==> src/rtl/cfgfeed_pkg.sv <==
package cfgfeed_pkg;
  localparam int CTL_W   = 10;
  localparam int RATIO_W = 2;
  localparam int CNT_W   = (1 << RATIO_W) - 1;
  localparam logic [CTL_W-1:0] CTL_MASK = 10'h3C7;

  typedef struct packed {
    logic              wide;
    logic              xferEn;
    logic [RATIO_W-1:0] ratio;
    logic [2:0]        unused;
    logic              pull;
    logic              nce;
    logic              en;
  } ctlFields_t;

  typedef struct packed {
    logic load;
    logic wide;
    logic drive;
    logic dclk;
    logic upper;
  } feedStrobe_t;
endpackage

==> src/rtl/cfgfeed_ctrl.sv <==
module cfgfeed_ctrl
  import cfgfeed_pkg::*;
(
  input  logic             clk,
  input  logic             rstN,
  input  logic             ctlWe,
  input  logic [CTL_W-1:0] ctlWdata,
  output ctlFields_t       ctl,
  input  logic             dataValid,
  output logic             dataReady,
  output logic             xferErr,
  output feedStrobe_t      strobe
);
  logic busy, phase, beatHi, wideLat;
  logic [RATIO_W-1:0] ratioLat;
  logic [CNT_W-1:0] periodCnt;
  logic take, start, periodLast, beatLast;

  assign take       = dataValid && dataReady;
  assign start      = take && ctl.en && ctl.xferEn;
  assign periodLast = periodCnt == ((CNT_W'(1) << ratioLat) - CNT_W'(1));
  assign beatLast   = wideLat || beatHi;
  assign dataReady  = !busy;

  always_ff @(posedge clk or negedge rstN) begin
    if (!rstN) begin
      ctl <= '0;
    end else if (ctlWe) begin
      ctl <= ctlFields_t'(ctlWdata & CTL_MASK);
    end
  end

  always_ff @(posedge clk or negedge rstN) begin
    if (!rstN) begin
      xferErr <= 1'b0;
    end else if (take && !(ctl.en && ctl.xferEn)) begin
      xferErr <= 1'b1;
    end
  end

  always_ff @(posedge clk or negedge rstN) begin
    if (!rstN) begin
      busy      <= 1'b0;
      phase     <= 1'b0;
      beatHi    <= 1'b0;
      wideLat   <= 1'b0;
      ratioLat  <= '0;
      periodCnt <= '0;
    end else if (start) begin
      busy      <= 1'b1;
      phase     <= 1'b0;
      beatHi    <= 1'b0;
      wideLat   <= ctl.wide;
      ratioLat  <= ctl.ratio;
      periodCnt <= '0;
    end else if (busy && !ctl.en) begin
      busy  <= 1'b0;
      phase <= 1'b0;
    end else if (busy) begin
      if (!phase) begin
        phase <= 1'b1;
      end else begin
        phase <= 1'b0;
        if (periodLast) begin
          periodCnt <= '0;
          if (beatLast) busy <= 1'b0;
          else          beatHi <= 1'b1;
        end else begin
          periodCnt <= periodCnt + CNT_W'(1);
        end
      end
    end
  end

  always_comb begin
    strobe.load  = start;
    strobe.wide  = ctl.wide;
    strobe.drive = busy && ctl.en;
    strobe.dclk  = phase;
    strobe.upper = beatHi;
  end
endmodule

==> src/rtl/cfgfeed_dp.sv <==
module cfgfeed_dp
  import cfgfeed_pkg::*;
#(
  parameter int DATA_W = 32
) (
  input  logic              clk,
  input  logic              rstN,
  input  feedStrobe_t       strobe,
  input  logic [DATA_W-1:0] dataWord,
  input  logic [4:0]        modeSel,
  output logic              modeSupported,
  output logic              modeWide,
  output logic [DATA_W-1:0] cfgData,
  output logic              cfgDclk
);
  localparam int HALF = DATA_W / 2;

  logic [DATA_W-1:0] wordReg;
  logic wideReg;

  always_ff @(posedge clk or negedge rstN) begin
    if (!rstN) begin
      wordReg <= '0;
      wideReg <= 1'b0;
    end else if (strobe.load) begin
      wordReg <= dataWord;
      wideReg <= strobe.wide;
    end
  end

  always_comb begin
    if (!strobe.drive)  cfgData = '0;
    else if (wideReg)   cfgData = wordReg;
    else if (strobe.upper) cfgData = {{HALF{1'b0}}, wordReg[DATA_W-1:HALF]};
    else                cfgData = {{HALF{1'b0}}, wordReg[HALF-1:0]};
  end

  assign cfgDclk       = strobe.drive && strobe.dclk;
  assign modeSupported = !modeSel[4] && (modeSel[1:0] != 2'b11);
  assign modeWide      = modeSupported && modeSel[3];
endmodule

==> src/rtl/cfgfeed_top.sv <==
module cfgfeed_top
  import cfgfeed_pkg::*;
#(
  parameter int DATA_W = 32
) (
  input  logic              clk,
  input  logic              rstN,
  input  logic              ctlWe,
  input  logic [CTL_W-1:0]  ctlWdata,
  output logic [CTL_W-1:0]  ctlRdata,
  input  logic [4:0]        modeSel,
  output logic              modeSupported,
  output logic              modeWide,
  input  logic              dataValid,
  input  logic [DATA_W-1:0] dataWord,
  output logic              dataReady,
  output logic [DATA_W-1:0] cfgData,
  output logic              cfgDclk,
  output logic              cfgNce,
  output logic              cfgNconfig,
  output logic              xferErr
);
  ctlFields_t  ctl;
  feedStrobe_t strobe;

  cfgfeed_ctrl uCtrl (
    .clk(clk), .rstN(rstN), .ctlWe(ctlWe), .ctlWdata(ctlWdata), .ctl(ctl),
    .dataValid(dataValid), .dataReady(dataReady), .xferErr(xferErr), .strobe(strobe)
  );

  cfgfeed_dp #(.DATA_W(DATA_W)) uDp (
    .clk(clk), .rstN(rstN), .strobe(strobe), .dataWord(dataWord),
    .modeSel(modeSel), .modeSupported(modeSupported), .modeWide(modeWide),
    .cfgData(cfgData), .cfgDclk(cfgDclk)
  );

  assign ctlRdata   = ctl;
  assign cfgNce     = ctl.nce;
  assign cfgNconfig = !ctl.pull;
endmodule

==> config.mk <==
export PLATFORM = sky130hd
export DESIGN_NAME = cfgfeed_top
export DESIGN_NICKNAME = d
export VERILOG_FILES = /design/src/rtl/cfgfeed_pkg.sv /design/src/rtl/cfgfeed_ctrl.sv /design/src/rtl/cfgfeed_dp.sv /design/src/rtl/cfgfeed_top.sv
export SDC_FILE = /design/constraint.sdc
export NUM_CORES = 1
export LEC_CHECK = 0
export BUFFER_PORTS_ARGS = -buffer_cell sky130_fd_sc_hd__buf_2
export CAP_MARGIN = 10
export CORE_MARGIN = 5
export CORE_UTILIZATION = 47
export CTS_BUF_LIST = sky130_fd_sc_hd__clkbuf_4 sky130_fd_sc_hd__clkbuf_8 sky130_fd_sc_hd__clkbuf_16
export CTS_CLUSTER_DIAMETER = 50
export DETAILED_ROUTE_END_ITERATION = 8
export PLACE_DENSITY = 0.83
export RECOVER_POWER = 50
export SYNTH_ARGS = -nofsm -noshare
export SYNTH_HDL_FRONTEND = slang
export SYNTH_SLANG_ARGS = --single-unit
==> constraint.sdc <==
create_clock -name clk -period 2 [get_ports clk]
set_input_delay 0.4 -clock clk [delete_from_list [all_inputs] [get_ports clk]]
set_output_delay 0.4 -clock clk [all_outputs]
set_load 0.02 [all_outputs]
# Word level (Yosys, flattened, before mapping)

Index checks and enable logic that the tools add are counted.

Flip-flop bits (word level): 49
Bits in latches: 0
RAM bits: 0
Bits in read-only memories: 0
Input port bits: 51
Output and inout port bits: 49
Word-level logic and storage cells: 67
Memories: 0

Add/subtract/negate cells: 2
Multipliers: 0
Div/mod/pow operators: 0
Order comparisons: 0
Eq/ne operators: 4
Shift operators: 1
Multiplexer cells: 24
Bitwise gates (word level): 0
Reduce and logical (&&, ||, !) cells: 22

Operator list:

| cell                                                                    | count |
|---|---|
| 32-bit two-way mux                                                      | 2 |
| 1-bit two-way mux                                                       | 16 |
| 16-bit two-way mux                                                      | 1 |
| 3-bit two-way mux                                                       | 5 |
| 1-bit logical AND                                                       | 10 |
| 2-bit nonzero test                                                      | 3 |
| 1-bit logical NOT                                                       | 5 |
| 5-bit AND reduction                                                     | 1 |
| 2-bit by 1-bit inequality test with 1-bit output, second input constant | 2 |
| 3-bit by 1-bit adder with 3-bit output, second input constant           | 1 |
| 3-bit == test                                                           | 1 |
| 3-bit AND reduction                                                     | 1 |
| 3-bit nonzero test                                                      | 1 |
| 1-bit by 2-bit left shift with 3-bit output, first input constant       | 1 |
| 3-bit by 1-bit subtractor with 3-bit output, second input constant      | 1 |
| 2-bit inequality test, second input constant                            | 1 |
| 1-bit logical OR                                                        | 1 |

# Depth between registers and ports, before layout

Word-level depth: 8
Depth in mapped cells: 6

# By module

From an unflattened synthesis, not the netlist that was laid out.

Cell total of the unflattened synthesis: 223
Area total of the unflattened synthesis: 2526.2 um2

By module, submodules not included:

| module       | times used | cells each | area each (um2) |
|---|---|---|---|
| cfgfeed_dp   | 1          | 146        | 1695.4 |
| cfgfeed_ctrl | 1          | 75         | 819.5 |
| cfgfeed_top  | 1          | 2          | 11.3 |

# Worst setup path before layout

OpenSTA, ideal clock, no wires.

Path type: register to output
Start: reg uCtrl.ctl[0] (netlist name)
End: out cfgData[16]
Arrival time: 1.429 ns
Path slack: 0.171 ns
Stages on the path, launching flop included: 5
Path buffers: 2
Cells stage by stage: dfrtp_1 > clkbuf_1 > and2_0 > clkbuf_1 > and3_1

Cells in the longest elaborated chain, start to end: 2

RTL lines:

| what               | RTL line           | text |
|---|---|---|
| 1-bit logical AND  | cfgfeed_ctrl.sv:78 | `strobe.drive = busy && ctl.en;` |
| 32-bit two-way mux | cfgfeed_dp.sv:32   | `if (!strobe.drive) cfgData = '0;` |
| to (decl)          | cfgfeed_top.sv:17  | `output logic [DATA_W-1:0] cfgData,` |

No other way between the ends.

# Worst setup path in the final report

Start: reg uCtrl.beatHi
End: out cfgData[14]

Cells in the longest elaborated chain, start to end: 3

RTL lines:

| what                   | RTL line           | text |
|---|---|---|
| from (decl)            | cfgfeed_ctrl.sv:14 | `logic busy, phase, beatHi, wideLat;` |
| from (signal assigned) | cfgfeed_ctrl.sv:45 | `beatHi <= 1'b0;` |
| from (signal assigned) | cfgfeed_ctrl.sv:52 | `beatHi <= 1'b0;` |
| from (signal assigned) | cfgfeed_ctrl.sv:67 | `else beatHi <= 1'b1;` |
| 16-bit two-way mux     | cfgfeed_dp.sv:34   | `else if (strobe.upper) cfgData = {{HALF{1'b0}}, wordReg[DATA_W-1:HALF]};` |
| 32-bit two-way mux     | cfgfeed_dp.sv:33   | `else if (wideReg) cfgData = wordReg;` |
| 32-bit two-way mux     | cfgfeed_dp.sv:32   |  |

No other way between the ends.

==> run metrics <==
Synth area leader dfrtp_1; Seq cells post-synth 49; Starting Density approximately half; final period utilization between 90 and 100%; type of the worst min-delay path in -> reg; CP top delay family flip-flops; Worst setup SP type flip-flop; Port Buffers 92; asr flop ratio synth 100%; Tmin final 1870 ps; top fanout value on the critical path 13; initial antenna violation count 0; Max Clk Rate 0.535 GHz; first-pass GRT wire length about 9000 um; cell type of the slowest stage on the worst timing path dfrtp_1; Syn Area/Cell 10.7 um^2; largest family of logic cells by synthesized area multiplexers; Die H slightly above 80 um; R2R setup slack 200 ps; post-synth top area share 52.6%; WP buf/inv 2; CP endpoint kind primary output; Simple-Gate Fraction of Synth Area 15.1%; Critical Path AT 1470 ps; Cell Chain, Critical Path nand2b_1, buf_12, nand2_1, a21oi_1, buf_2; mux share of post-synthesis cell area roughly a fifth; Synth Area in Compound Gates under 10%; Fin. Hold Viols 0; xor and xnor area share after synthesis 0%; Max stage delay on crit path 410 ps; GP Congestion 0.696; vias in the first global route 1956; PD cells about 1000 mW/mm^2; unique cell type count in the Yosys netlist 29; Overall Power 3.08 mW; sequential element share of the synthesized area 52.6%; die area 0.00647 mm^2; most common cell in the netlist dfrtp_1; ranking of synthesized cells by area dfrtp_1 (53%), mux2_2 (19%), nand2_1 (6.6%); post-route ant nets 0; row count 25; starting DRC count in detailed routing 80; share of layout cells above drive strength 1 45.0%; Mapped Area approximately 0.0023 mm^2; Fillers about 400; # DRC 0; H-Tree Level Count 2; CTS Hold Bufs 0; clock slew at reported path FFs 90 ps; drt wl/cell 14.7 um; DR pass1 iterations 4; ant diodes 0; Max-Cap Viols 0; total track usage 17.8%; synthesized instance count 217; Layout area overhead 27.0%; largest net degree at the start of global routing 50; skew final 3.81 ps; Net count, final 360; final setup fails 0; Die X about 80 um; vias per inst slightly above 5; RSZ-0062 raised after global routing no; Non-Filler Instances 376; TNS Setup 0 ps; status finished clean; Worst-Margin Slew 1190 ps; YS warnings 0; post-detail-place hpwl 3920 um; clk sink count a little under 50; slew margin rel. a little over a fifth; WS Path Type reg -> out; clock latency on the worst-skew pair 290 ps; Overflow after GRT 0; Vias roughly 1900; I/O pin total 100; VDD IR max about 0.00057 V; commonest cells in the netlist dfrtp_1 (49), nand2_1 (41), mux2_2 (39); Adder-Cell Fraction of Synth Area 0.537%; Max Buffers Root-to-Sink 2; Num CTS Buffers 5; prevailing post-synth register cell dfrtp_1; Slew Limit Fails 0; Routed WL 5530 um; Leak between 1.5 and 2 nW; Root Buffer clkbuf_8; placed cell count 368; CTS tree yes; Critical Path RT 1600 ps; number of enable flip-flop cells after synthesis 0; CORE AREA 0.00475 mm^2; Post-Route Utilization 62.3%
[power by group]
group	switching [mW]	internal, mW	total, mW
clock	0.311	0.313	0.624
combinational	0.487	0.451	0.938
sequential	0.217	1.30	1.51
total	1.02	2.06	3.08
[layout by cell type (no fill, tap or decap), types with 2 or more instances in the layout]
cell	n
nor2b_1	2
clkbuf_1	13
conb_1	3
buf_4	6
and2_1	2
nand3_1	2
o21ai_0	5
inv_1	4
dfrtp_1	49
a21oi_1	18
mux2_1	2
and3_1	17
buf_2	79
a31oi_1	2
clkbuf_8	7
nand2_1	41
mux2_2	39
[repair_timing]
action | in CTS | in global routing
resized for setup | 1 | 1
setup buffers | 0 | 0
setup endpoints to repair | 16 | 16
[sequential cells by signal, summed over array words and instances (netlist names)]
name / flops
uDp.wideReg: 1
uCtrl.ratioLat: 2
uCtrl.ctl: 7
uDp.wordReg: 32
uCtrl.busy: 1
uCtrl.xferErr: 1
uCtrl.beatHi: 1
uCtrl.periodCnt: 3
uCtrl.phase: 1
[worst register-to-register path: cells and delay by family, from the launching register on]
kind	cells	cell delay, ps
buf+inv	2	530
flops	1	380
mux	1	450
simple gates	2	320
[cells by family (layout without fill, tap and decap cells)]
family | Yosys count | in the layout
simple gates | 72 | 72
other cells | 1 | 3
fa+ha+maj | 1 | 1
mux | 42 | 42
flops | 49 | 49
buf+inv | 23 | 113
compound gates | 29 | 29
[path summary, 6_finish.rpt]
path,from,end,cells after the start
max in group asynchronous,rstN,uDp.wordReg[11],2
min in group asynchronous,rstN,uDp.wordReg[17],2
min,dataWord[16],uDp.wordReg[16],2
max reg2reg,uCtrl.busy,uDp.wordReg[13],5
max,uCtrl.beatHi,cfgData[14],5
min reg2reg,uCtrl.xferErr,uCtrl.xferErr,1
[cell type report]
cell class                      instances  area, um^2  share of cell area [%]
Sequential cell                        49        1230                    41.4
Multi-Input combinational cell        147        1010                    34.2
Timing Repair Buffer                  101         522                    17.6
Clock buffer                            7        96.3                    3.25
Tap cell                               67        83.8                    2.83
Inverter                                4        15.0                   0.507
Clock inverter                          1        5.00                   0.169
[through the flow]
| step | instance area [um^2] | setup WS [ps] | hold WS (ps) |
|---|---|---|---|
| after floorplan | 2340 | 171 | 104 |
| after CTS | 2990 | 3.58 | 219 |
| final | 2960 | 131 | 318 |
| after global placement | 2890 | 201 | 445 |
| after global routing | 2960 | 11.7 | 309 |
| after detailed placement | 2890 | 142 | 443 |
[layer usage]
layer  global-route usage [%]  routed length, um  up-vias
li1                         -                  -      919
met1                     20.3               2290      916
met2                     32.0               2860       56
met3                     5.94                352        2
met4                     3.89                 22        0
met5                        0                  0        -
No activity file was read; power rests on OpenSTA's default activity.
